$ cat config.mk
export PLATFORM = sky130hd
export DESIGN_NAME = cmatch_timer
export DESIGN_NICKNAME = d
export VERILOG_FILES = /design/src/rtl/cmatch_pkg.sv /design/src/rtl/cmatch_prescale.sv /design/src/rtl/cmatch_channel.sv /design/src/rtl/cmatch_timer.sv
export SDC_FILE = /design/constraint.sdc
export NUM_CORES = 1
export LEC_CHECK = 0
export BUFFER_PORTS_ARGS = -buffer_cell sky130_fd_sc_hd__clkbuf_2
export CORE_MARGIN = 5
export CORE_UTILIZATION = 41
export CTS_CLUSTER_DIAMETER = 80
export DETAILED_ROUTE_END_ITERATION = 10
export PLACE_DENSITY_LB_ADDON = 0.12
export RECOVER_POWER = 100
export SLEW_MARGIN = 25
export SYNTH_ARGS = -nofsm -noshare
export SYNTH_HDL_FRONTEND = slang
export SYNTH_SLANG_ARGS = --single-unit
$ cat constraint.sdc
create_clock -name clk -period 2.6 [get_ports clk]
set_input_delay 0.26 -clock clk [delete_from_list [all_inputs] [get_ports clk]]
set_output_delay 0.26 -clock clk [all_outputs]
set_load 0.01 [all_outputs]
$ cat src/rtl/cmatch_pkg.sv
package cmatch_pkg;

    // Tick select field width and divider law: period = 2**(BASE + STEP*code)
    localparam int CKS_W        = 2;
    localparam int DIV_BASE_LOG = 3;
    localparam int DIV_STEP_LOG = 2;
    localparam int PRE_W_MIN    = DIV_BASE_LOG + DIV_STEP_LOG * ((1 << CKS_W) - 1);

    // Control word bit positions
    localparam int FLAG_BIT = 7;
    localparam int IE_BIT   = 6;

    // Words per channel and their order inside a channel group
    localparam int REGS_PER_CH = 3;

    typedef enum logic [1:0] {
        REG_CTRL = 2'd0,
        REG_CNT  = 2'd1,
        REG_CMP  = 2'd2
    } chan_reg_e;

    function automatic int unsigned div_log2(input logic [CKS_W-1:0] code);
        return DIV_BASE_LOG + DIV_STEP_LOG * int'(code);
    endfunction

endpackage

$ cat src/rtl/cmatch_prescale.sv
module cmatch_prescale
    import cmatch_pkg::*;
#(
    parameter int PRE_W = PRE_W_MIN
) (
    input  logic             clk,
    input  logic             rst_n,
    input  logic             run,
    input  logic [CKS_W-1:0] cks,
    output logic             tick
);

    typedef struct packed {
        logic [PRE_W-1:0] pre;
    } pre_st_t;

    pre_st_t          st_d, st_q;
    logic [PRE_W-1:0] lim;

    always_comb begin
        lim  = PRE_W'((32'd1 << div_log2(cks)) - 32'd1);
        st_d = st_q;
        tick = 1'b0;
        if (!run) begin
            st_d.pre = '0;
        end else if (st_q.pre >= lim) begin
            st_d.pre = '0;
            tick     = 1'b1;
        end else begin
            st_d.pre = st_q.pre + 1'b1;
        end
    end

    always_ff @(posedge clk or negedge rst_n) begin
        if (!rst_n) st_q <= '0;
        else        st_q <= st_d;
    end

endmodule

$ cat src/rtl/cmatch_channel.sv
module cmatch_channel
    import cmatch_pkg::*;
#(
    parameter int DATA_W = 16
) (
    input  logic              clk,
    input  logic              rst_n,
    input  logic              run,
    input  logic              wr_ctrl,
    input  logic              wr_cnt,
    input  logic              wr_cmp,
    input  logic              rd_ctrl,
    input  logic [DATA_W-1:0] wdata,
    output logic [DATA_W-1:0] ctrl_word,
    output logic [DATA_W-1:0] cnt,
    output logic [DATA_W-1:0] cmp,
    output logic              flag,
    output logic              tick,
    output logic              irq
);

    typedef struct packed {
        logic [DATA_W-1:0] cnt;
        logic [DATA_W-1:0] cmp;
        logic              flag;
        logic              armed;
        logic              ie;
        logic [CKS_W-1:0]  cks;
    } ch_st_t;

    localparam ch_st_t CH_RESET = '{
        cnt:   '0,
        cmp:   '1,
        flag:  1'b0,
        armed: 1'b0,
        ie:    1'b0,
        cks:   '0
    };

    ch_st_t st_d, st_q;
    logic   hit;

    cmatch_prescale #(
        .PRE_W (PRE_W_MIN)
    ) u_pre (
        .clk   (clk),
        .rst_n (rst_n),
        .run   (run),
        .cks   (st_q.cks),
        .tick  (tick)
    );

    always_comb begin
        st_d = st_q;
        hit  = tick && (st_q.cnt == st_q.cmp) && !wr_cnt;

        // counter: tick advances or wraps, a bus write overrides
        if (tick) begin
            st_d.cnt = (st_q.cnt == st_q.cmp) ? '0 : st_q.cnt + 1'b1;
        end
        if (wr_cnt) begin
            st_d.cnt = wdata;
        end
        if (wr_cmp) begin
            st_d.cmp = wdata;
        end

        // clear handshake: a read that sees the flag arms the clear
        if (rd_ctrl && st_q.flag) begin
            st_d.armed = 1'b1;
        end
        if (wr_ctrl) begin
            st_d.ie  = wdata[IE_BIT];
            st_d.cks = wdata[CKS_W-1:0];
            if (!wdata[FLAG_BIT] && st_q.armed) begin
                st_d.flag  = 1'b0;
                st_d.armed = 1'b0;
            end
        end

        // a new match wins over a clear and needs a fresh read
        if (hit) begin
            st_d.flag  = 1'b1;
            st_d.armed = 1'b0;
        end
    end

    always_ff @(posedge clk or negedge rst_n) begin
        if (!rst_n) st_q <= CH_RESET;
        else        st_q <= st_d;
    end

    always_comb begin
        ctrl_word                = '0;
        ctrl_word[FLAG_BIT]      = st_q.flag;
        ctrl_word[IE_BIT]        = st_q.ie;
        ctrl_word[CKS_W-1:0]     = st_q.cks;
    end

    assign cnt  = st_q.cnt;
    assign cmp  = st_q.cmp;
    assign flag = st_q.flag;
    assign irq  = st_q.flag & st_q.ie;

endmodule

$ cat src/rtl/cmatch_timer.sv
module cmatch_timer
    import cmatch_pkg::*;
#(
    parameter  int NUM_CH    = 2,
    parameter  int DATA_W    = 16,
    localparam int NUM_WORDS = 1 + REGS_PER_CH * NUM_CH,
    localparam int ADDR_W    = $clog2(NUM_WORDS)
) (
    input  logic              clk,
    input  logic              rst_n,
    input  logic [ADDR_W-1:0] bus_addr,
    input  logic              bus_wr,
    input  logic              bus_rd,
    input  logic [DATA_W-1:0] bus_wdata,
    output logic [DATA_W-1:0] bus_rdata,
    output logic [NUM_CH-1:0] irq
);

    typedef struct packed {
        logic [NUM_CH-1:0] run;
    } top_st_t;

    top_st_t st_d, st_q;

    logic                           start_hit;
    logic [NUM_CH-1:0]              run_q;
    logic [NUM_CH-1:0]              sel_ctrl, sel_cnt, sel_cmp;
    logic [NUM_CH-1:0]              tick_w, flag_w;
    logic [NUM_CH-1:0][DATA_W-1:0]  ctrl_w, cnt_w, cmp_w;

    assign start_hit = (bus_addr == ADDR_W'(0));
    assign run_q     = st_q.run;

    generate
        for (genvar i = 0; i < NUM_CH; i++) begin : g_ch
            localparam int BASE = 1 + REGS_PER_CH * i;

            assign sel_ctrl[i] = (bus_addr == ADDR_W'(BASE + int'(REG_CTRL)));
            assign sel_cnt[i]  = (bus_addr == ADDR_W'(BASE + int'(REG_CNT)));
            assign sel_cmp[i]  = (bus_addr == ADDR_W'(BASE + int'(REG_CMP)));

            cmatch_channel #(
                .DATA_W (DATA_W)
            ) u_ch (
                .clk       (clk),
                .rst_n     (rst_n),
                .run       (run_q[i]),
                .wr_ctrl   (bus_wr & sel_ctrl[i]),
                .wr_cnt    (bus_wr & sel_cnt[i]),
                .wr_cmp    (bus_wr & sel_cmp[i]),
                .rd_ctrl   (bus_rd & sel_ctrl[i]),
                .wdata     (bus_wdata),
                .ctrl_word (ctrl_w[i]),
                .cnt       (cnt_w[i]),
                .cmp       (cmp_w[i]),
                .flag      (flag_w[i]),
                .tick      (tick_w[i]),
                .irq       (irq[i])
            );
        end
    endgenerate

    always_comb begin
        st_d = st_q;
        if (bus_wr && start_hit) begin
            st_d.run = bus_wdata[NUM_CH-1:0];
        end
    end

    always_ff @(posedge clk or negedge rst_n) begin
        if (!rst_n) st_q <= '0;
        else        st_q <= st_d;
    end

    always_comb begin
        bus_rdata = '0;
        if (start_hit) begin
            bus_rdata = DATA_W'(st_q.run);
        end
        for (int i = 0; i < NUM_CH; i++) begin
            if (sel_ctrl[i]) bus_rdata = ctrl_w[i];
            if (sel_cnt[i])  bus_rdata = cnt_w[i];
            if (sel_cmp[i])  bus_rdata = cmp_w[i];
        end
    end

endmodule

### Yosys cells after proc, flatten, opt, wreduce, memory -nomap -nowiden

Cells that the tools add are included.

| cells by class | value |
|---|---|
| $mul | 0 |
| divide/modulo/power cells | 0 |
| $lt $le $gt $ge | 2 |
| bitwise operators | 10 |
| eq/ne operators | 8 |
| multiplexer cells | 29 |
| reductions and logical operators | 21 |
| shift-type cells | 2 |
| add/sub/neg operators | 8 |

Operators by type and width:

| kind | count |
|---|---|
| 16-bit 2-to-1 mux | 12 |
| 9-bit 2-to-1 mux | 4 |
| 16-bit by 1-bit adder with 16-bit output (second input constant) | 2 |
| 16-bit == test | 2 |
| 9-bit by 1-bit adder with 9-bit output (second input constant) | 2 |
| 9-bit >= comparator | 2 |
| 1-bit by 4-bit << shifter with 9-bit output (first input constant) | 2 |
| 9-bit by 1-bit subtractor with 9-bit output (second input constant) | 2 |
| 2-bit nonzero test | 6 |
| 1-bit AND | 10 |
| 2-bit 2-to-1 mux | 5 |
| 5-bit 2-to-1 mux | 2 |
| 3-bit == test (second input constant) | 3 |
| 1-bit logical AND | 9 |
| 2-bit by 3-bit adder with 4-bit output (first input constant) | 2 |
| 3-bit by 2-bit == test with 1-bit output (second input constant) | 2 |
| 1-bit 2-to-1 mux | 6 |
| 2-bit AND reduction | 2 |
| 3-bit by 1-bit == test with 1-bit output (second input constant) | 1 |
| 1-bit logical NOT | 3 |
| 3-bit logical NOT | 1 |

| storage, ports and cells | value |
|---|---|
| RAM bits | 0 |
| logic and storage cells | 95 |
| bits in read-only memories | 0 |
| flip-flop bits (word level) | 94 |
| output and inout bits | 18 |
| memories kept | 0 |
| latch bits | 0 |
| input bits | 23 |

### Depth between registers and ports, before layout

Gate-level depths: netlist of run 1.

| depth | value |
|---|---|
| depth in word-level cells | 10 |
| gate-level depth with buffers | 10 |
| mapped depth without buffers | 8 |

### Hierarchy

From an unflattened synthesis of run 1, not the netlist that was laid out.

| unflattened totals | value |
|---|---|
| cell total of the unflattened synthesis | 775 |
| area, all modules | 7,267.0 µm² |

By module, submodules not included:

| module | cells an instance | area an instance (µm²) | times used | seq. area each (µm²) |
|---|---|---|---|---|
| cmatch_channel | 260 | 2,472.4 | 2 | 945.9 |
| cmatch_prescale | 61 | 593.1 | 2 | 225.2 |
| cmatch_timer | 133 | 1,136.1 | 1 | 50.0 |

### Least setup slack after synthesis of run 1

OpenSTA, ideal clock, no wires.

| timing | value |
|---|---|
| path type | register to register |
| start | register g_ch[1].u_ch.st_q (netlist bit g_ch[1].u_ch.ctrl_word[0]) |
| end | register g_ch[1].u_ch.st_q (netlist bit g_ch[1].u_ch.cnt[8]) |
| stages on the path, launching flop included | 10 |
| required time | 2.474 ns |
| library setup time | 0.126 ns |
| setup slack | 0.379 ns |
| clock period less this slack | 2.221 ns |
| data arrival time | 2.095 ns |
| buffers on the path | 1 |
| cells stage by stage | dfrtp_1 -> nor2_1 -> ha_1 -> a211oi_1 -> nor2_1 -> o31a_2 -> nor2b_2 -> buf_2 -> a221oi_1 -> nor2_1 |

| between the ends | value |
|---|---|
| word-level cells in the longest chain between the ends | 7 |

RTL lines:

| what | line | text |
|---|---|---|
| from (decl) | cmatch_channel.sv:40 | `ch_st_t st_d, st_q;` |
| from (signal assigned) | cmatch_channel.sv:90 | `else st_q <= st_d;` |
| 2-bit by 3-bit adder with 4-bit output | cmatch_pkg.sv:23 | `return DIV_BASE_LOG + DIV_STEP_LOG * int'(code);` |
| 1-bit by 4-bit << shifter with 9-bit output | cmatch_prescale.sv:21 | `lim = PRE_W'((32'd1 << div_log2(cks)) - 32'd1);` |
| 9-bit by 1-bit subtractor with 9-bit output | cmatch_prescale.sv:21 |  |
| 9-bit >= comparator | cmatch_prescale.sv:26 | `end else if (st_q.pre >= lim) begin` |
| 1-bit 2-to-1 mux | cmatch_prescale.sv:26 |  |
| 1-bit 2-to-1 mux | cmatch_prescale.sv:24 | `if (!run) begin` |
| 2-bit nonzero test (no source line) | -- |  |

Every way passes these cells.
A chain may end at the register's enable or synchronous reset.

### Worst setup path after layout of run 1

| timing | value |
|---|---|
| start | register g_ch[0].u_ch.st_q (netlist bit g_ch[0].u_ch.ctrl_word[1]) |
| end | register g_ch[0].u_ch.st_q (netlist bit g_ch[0].u_ch.cnt[9]) |

| between the ends | value |
|---|---|
| word-level cells in the longest chain between the ends | 7 |

RTL lines:

| what | line |
|---|---|
| from (decl) | cmatch_channel.sv:40 |
| from (signal assigned) | cmatch_channel.sv:90 |
| 2-bit by 3-bit adder with 4-bit output | cmatch_pkg.sv:23 |
| 1-bit by 4-bit << shifter with 9-bit output | cmatch_prescale.sv:21 |
| 9-bit by 1-bit subtractor with 9-bit output | cmatch_prescale.sv:21 |
| 9-bit >= comparator | cmatch_prescale.sv:26 |
| 1-bit 2-to-1 mux | cmatch_prescale.sv:26 |
| 1-bit 2-to-1 mux | cmatch_prescale.sv:24 |
| 2-bit nonzero test (no source line) | -- |

Every way passes these cells.

==> summary.md, run 1 <==
| Metric | Value |
|---|---|
| Post-synth ARST share | 100% |
| First-pass GRT wire length | 27800 µm |
| Status | completed |
| Post_cts resized | 0 |
| Critical Path Fanout Max | 15 |
| Clock period minus worst slack | 2430 ps |
| Crit path arrival time | 2700 ps |
| Share of the synthesized area in the top cell type | 26.2% |
| Gr ovfl total | 0 |
| DR pass1 iterations | 7 |
| Final worst-path cycle share | 93.6% |
| Initial antenna violation count | 0 |
| IO Port Bufs | 40 |
| Share of the yosys chip area belonging to registers | 40.4% |
| Area Overhead vs Synth | 13.4% |
| Mapped cell area | 5920 µm² |
| Final Wtd Congestion | 0.853 |
| Pin count of the biggest net entering global routing | 95 |
| Iteration-0 DRC Markers | 327 |
| Setup TNS Final | 0 ps |
| Die area | 16900 µm² |
| Pwr Density | 691 nW/µm² |
| Slew Limit Fails | 0 |
| GRT Total Usage | 21.1% |
| Via count | 5048 |
| Cts bufs inserted | 9 |
| Final #Nets | 724 |
| Final Skew | 5.28 ps |
| Syn Area/Cell | 9.40 µm² |
| GRT met1 Usage | 30.9% |
| Number of synthesized flops with an enable pin | 0 |
| Final instance area | 6710 µm² |
| Final core area utilization | 46.7% |
| Rows | 44 |
| Main flop type after synthesis | dfrtp_1 |
| Top-Level Pins | 41 |
| Initial Util | 41.2% |
| Final setup margin | 167 ps |
| Die X | 130 µm |
| Synth top area cells | dfrtp_1, dfstp_2, mux2_2 |
| Busiest grt layer | met2 |
| CTS hold repair buffers | 1 |
| Worst ir drop on vdd | 0.397 mV |
| Synth Instances | 630 |
| Hold Vio Cnt, Final | 0 |
| Vias in the first global route | 4965 |
| Worst EP required | 2870 ps |
| Core ar. | 14400 µm² |
| Leakage | 0.00286 µW |
| DP Wirelength | 12600 µm |
| H-tree level count | 3 |
| Vias/cell | 5.80 |
| Setup Crit Path Kind | reg -> reg |
| Worst-Skew Late Latency | 350 ps |
| Crit start category | flip-flop |
| Diode count | 0 |
| Register bit total from synthesis | 94 |
| Sink Count | 94 |
| Final WL | 17000 µm |
| Final setup violating endpoints | 0 |
| Cell taking the most area after synthesis | dfrtp_1 |
| Post-Place Worst Slack | 231 ps |
| Filler instances | 1394 |
| Remaining antenna violation count | 0 |
| CTS Root Cell | clkbuf_16 |
| Share of cells above drive strength 1 | 21.7% |
| CTS tree | built |
| Residual DRC count | 0 |
| Post-DR wirelength/cell | 19.5 µm |
| Max clock buf depth | 2 |
| M2 GR Usage | 32.5% |
| Nature of the critical path endpoint | flip-flop |
| Synth Warn # | 0 |
| Headroom to the max-slew limit | 11.3% |
| Die Ht | 130 µm |
| Fmax | 411 MHz |
| Postcts setup bufs | 0 |
| Worst Max-Slew Pin Slew | 1330 ps |
| Placed cell areas | 6440 µm² |
| Synth cell types | 65 |
| Clock transition at the registers of the reported paths | 60 ps |
| # Max-Cap Violations | 0 |
| Met3 Usage GRT | 3.97% |
| RSZ-0062 raised after global routing | no |
| Worst hold path class | in -> reg |
## registers in the layout, indices dropped and copies added, names as in the netlist
signal / flops
g_ch.u_ch.st_q: 2
g_ch.u_ch.ctrl_word: 6
g_ch.u_ch.cnt: 32
g_ch.u_ch.u_pre.st_q: 18
g_ch.u_ch.flag: 2
g_ch.u_ch.cmp: 32
run_q: 2
## cell families (layout without fill, tap and decap cells)
| kind of cell | after synthesis | count (layout) | share of synthesized area (%) |
|---|---|---|---|
| DFF | 94 | 94 | 40.4 |
| adders and majority gates | 19 | 19 | 4.02 |
| muxes | 43 | 43 | 8.31 |
| other | 1 | 2 | 0.0633 |
| xor gates and xnor gates | 46 | 46 | 6.93 |
| AOI/OAI and AO/OA | 150 | 150 | 17.1 |
| buffers and inverters | 49 | 105 | 3.97 |
| and+or+nand+nor | 228 | 228 | 19.2 |
## where the power goes
| part | switching (µW) | internal [µW] | total [µW] |
|---|---|---|---|
| combinational | 554 | 508 | 1060 |
| sequential | 306 | 1780 | 2080 |
| clock | 575 | 921 | 1500 |
## metrics by stage
step	hold slack (ps)	power, µW	instances
after global placement	356	3160	854
after CTS	209	4710	871
after detailed placement	360	3190	854
after floorplan	-35.6	2770	631
final	213	4640	871
after global routing	233	4920	871
## area by class of cell
cell class | count | area (µm²) | area share (%)
tap | 184 | 230 | 3.43
clock buffer | 13 | 270 | 4.03
clock inverter | 3 | 65.1 | 0.969
timing repair buffer | 74 | 429 | 6.39
inverter | 15 | 56.3 | 0.839
sequential | 94 | 2390 | 35.6
multi-input combinational | 488 | 3270 | 48.7
## layer usage
layer  wire length, µm  share of wire (%)
met1              8250                 49
met5                 0                  0
met2              7880                 46
met4               225                1.3
met3               642                3.8
## placed cells by master (no fill, tap or decap), types with 22 or more instances in the layout
cell type,netlist,routed
xnor2_1,36,36
nand2_1,46,46
a22oi_1,22,22
buf_4,4,29
clkbuf_2,1,23
nor2_1,71,71
dfrtp_1,62,62
mux2_2,39,39
o21ai_0,43,43
dfstp_2,32,32
nand3_1,38,38
## final timing paths
| check | from | endpoint | slack, ps | depth (start not counted) |
|---|---|---|---|---|
| max in group asynchronous | rst_n | g_ch[0].u_ch.cnt[10] | 880 | 3 |
| min in group asynchronous | rst_n | g_ch[1].u_ch.u_pre.st_q[0] | 870 | 3 |
| min | bus_wdata[2] | g_ch[1].u_ch.cnt[2] | 210 | 3 |
| max reg2reg | g_ch[0].u_ch.ctrl_word[1] | g_ch[0].u_ch.cnt[9] | 170 | 8 |
| max | g_ch[0].u_ch.ctrl_word[1] | g_ch[0].u_ch.cnt[9] | 170 | 8 |
| min reg2reg | g_ch[1].u_ch.st_q[3] | g_ch[1].u_ch.st_q[3] | 500 | 1 |
## Yosys cell counts, drive strengths merged, types with 3 or more instances
cell type and number:
a31oi 6, or4 11, nor2 71, o311ai 4, nand4 18, clkbuf 15
xnor2 37, mux2i 3, o21ai 50, inv 15, buf 19, o22ai 4
nor3 6, or2 3, o211ai 5, dfstp 32, and3 9, xor2 9
and2 4, a221o 3, nor2b 6, or3 3, ha 19, nand3 38
a22oi 22, nand2b 3, dfrtp 62, mux2 39, nand2 46, o21a 13
a221oi 7, a21oi 18
## worst max-delay path: stages (launching register included)
cell and delay, ps:
dfrtp_1 450, nand2_1 120, ha_1 320, a21oi_1 100
o22ai_1 410, nor2_1 110, buf_4 210, or4_1 520
o211ai_1 110
No activity file was read; power rests on OpenSTA's default activity.
==> run 2, diff against run 1 <==
- CTS_BUF_LIST: unset -> sky130_fd_sc_hd__clkbuf_4 sky130_fd_sc_hd__clkbuf_8
==> run 2 against run 1 <==
  * Clock power fell by 23%
  * Final cell count unchanged
  * Critical path depth is the same
  * Global-route usage about the same
  * Flip-flop and latch count did not move
  * Sequential share of layout area is 0.53 points higher
  * Design area down 1.5%
  * Critical path type unchanged
==> summary.md, run 2 (synthesized netlist as in run 1, its figures left out) <==
| Metric | Value |
|---|---|
| Status | completed (unchanged) |
| GRT Total Usage | 21.1% (about the same) |
| RSZ-0062 raised after global routing | no (unchanged) |
| Area Overhead vs Synth | 11.7% (was 13.4%) |
| Crit start category | flip-flop (unchanged) |
| Hold Path Origin | bus_wdata[2] (unchanged) |
| RR Startpoint | g_ch[0].u_ch.ctrl_word[1] (unchanged) |
| Residual DRC count | 0 (unchanged) |
| Vias/cell | 5.83 (was 5.80) |
| Hold Vio Cnt, Final | 0 (unchanged) |
| Filler instances | 1408 (was 1394) |
| Slew Limit Fails | 0 (unchanged) |
| Via count | 5075 (was 5048) |
| Final #Nets | 724 (unchanged) |
| Final Skew | 8.38 ps (was 5.28 ps) |
| Pin count of the biggest net entering global routing | 95 (unchanged) |
| Worst-Skew Late Latency | 370 ps (was 350 ps) |
| Vias in the first global route | 4945 (was 4965) |
| Post_cts resized | 0 (unchanged) |
| Setup Crit Path Kind | reg -> reg (unchanged) |
| Worst Max-Slew Pin Slew | 1350 ps (was 1330 ps) |
| Fmax | 407 MHz (was 411 MHz) |
| Most common cell after layout, fill and taps aside | nor2_1 (unchanged) |
| CTS tree | built (unchanged) |
| Final Wtd Congestion | 0.853 (unchanged) |
| Final worst-path cycle share | 94.4% (was 93.6%) |
| Final setup violating endpoints | 0 (unchanged) |
| Diode count | 0 (unchanged) |
| Share of cells above drive strength 1 | 21.8% (was 21.7%) |
| Die area | 16900 µm² (unchanged) |
| Placed cell areas | 6440 µm² (unchanged) |
| Gr ovfl total | 0 (unchanged) |
| Clock transition at the registers of the reported paths | 90 ps (was 60 ps) |
| Worst reg-to-reg path cell count | 8 (unchanged) |
| Die X | 130 µm (unchanged) |
| Critical path origin | g_ch[0].u_ch.ctrl_word[1] (unchanged) |
| Initial antenna violation count | 0 (unchanged) |
| Critical Path Fanout Max | 15 (unchanged) |
| DP Wirelength | 12600 µm (unchanged) |
| Headroom to the max-slew limit | 10.3% (was 11.3%) |
| Most frequent cells in the layout | nor2_1, dfrtp_1, nand2_1 (unchanged) |
| Worst ir drop on vdd | 0.330 mV (was 0.397 mV) |
| H-tree level count | 3 (unchanged) |
| # Max-Cap Violations | 0 (unchanged) |
| Pwr Density | 651 nW/µm² (was 691 nW/µm²) |
| Cts bufs inserted | 9 (unchanged) |
| First-pass GRT wire length | 27700 µm (was 27800 µm) |
| Iteration-0 DRC Markers | 436 (was 327) |
| Reg2reg end | g_ch[0].u_ch.cnt[9] (unchanged) |
| Max clock buf depth | 2 (unchanged) |
| Setup TNS Final | 0 ps (unchanged) |
| R2R setup slack | 150 ps (was 170 ps) |
| Nature of the critical path endpoint | flip-flop (unchanged) |
| Initial Util | 41.2% (unchanged) |
| IO Port Bufs | 40 (unchanged) |
| Register area | 2390 µm² (unchanged) |
| Worst hold path class | in -> reg (unchanged) |
| DR pass1 iterations | 5 (was 7) |
| Final instance area | 6620 µm² (was 6710 µm²) |
| Die Ht | 130 µm (unchanged) |
| Sink Count | 94 (unchanged) |
| Remaining antenna violation count | 0 (unchanged) |
| WHS Path Cells | 3 (unchanged) |
| Hold endpoint | g_ch[1].u_ch.cnt[2] (unchanged) |
| Leakage | 0.00282 µW (was 0.00286 µW) |
| Clock period minus worst slack | 2450 ps (was 2430 ps) |
| Worst EP required | 2890 ps (was 2870 ps) |
| Final WL | 16900 µm (was 17000 µm) |
| Core ar. | 14400 µm² (unchanged) |
| Top-Level Pins | 41 (unchanged) |
| Rows | 44 (unchanged) |
| Footprint of the multi-input gates | 3270 µm² (unchanged) |
| Crit path arrival time | 2740 ps (was 2700 ps) |
| Post-DR wirelength/cell | 19.4 µm (was 19.5 µm) |
| CTS Root Cell | clkbuf_8 (was clkbuf_16) |
[run 2: changes by cell type in the layout (fill, tap and decap cells not counted)]
cell       before  now
clkbuf_16       9    0
clkbuf_4        2    3
clkbuf_8        3   12
clkbuf_1       20   19
[run 2: worst max-delay path by stage]
stage | end | slack, ps | cells after the start
floorplan | g_ch[1].u_ch.cnt[8] | 380 | 9
global placement | g_ch[0].u_ch.cnt[8] | 240 | 8
detailed placement | g_ch[0].u_ch.cnt[7] | 230 | 8
CTS | g_ch[0].u_ch.cnt[10] | 190 | 8
global route | g_ch[0].u_ch.cnt[9] | 10 | 8
finish | g_ch[0].u_ch.cnt[9] | 150 | 8
[run 2: power by group]
group	switching (µW)	internal, µW	total [µW]
clock network	531	631	1160
logic	554	508	1060
registers	306	1780	2080
[run 2: final cells by class]
class	instances	share of cell area, %
timing repair buffer	74	6.49
clock inverter	3	0.983
multi-input combinational	488	49.4
clock buffer	13	2.61
inverter	15	0.851
tap	184	3.48
sequential	94	36.2
[run 2: worst max-delay path: stages (launching register included)]
cell and delay, ps:
dfrtp_1 460, nand2_1 120, ha_1 330, a21oi_1 100, o22ai_1 430, nor2_1 110, buf_4 210, or4_1 500
o211ai_1 100
[run 2: timing repair]
| action | CTS | global route |
|---|---|---|
| endpoints found under the hold margin | 62 | 0 |
| endpoints found under the setup margin | 0 | 0 |
| hold buffers | 1 | 0 |
| buffers inserted | 0 | 0 |
[run 2: layer usage]
metal	vias up	part of all wire, %	GRT usage [%]
met5	-	0	0
met4	0	1.9	5.68
met3	24	4.6	3.72
met2	140	46	32.6
met1	2500	48	30.4
li1	2411	-	-
[run 2: through the flow]
step	hold WS, ps	total power, µW	setup WS (ps)	cells	util, %
2_1_floorplan	-35.6	2770	379	631	-
3_3_place_gp	356	3160	245	854	44.8
3_5_place_dp	360	3190	231	854	44.8
4_1_cts	169	4370	192	871	46.6
5_1_grt	190	4580	10.3	871	46.0
6_report	191	4310	145	871	46.0
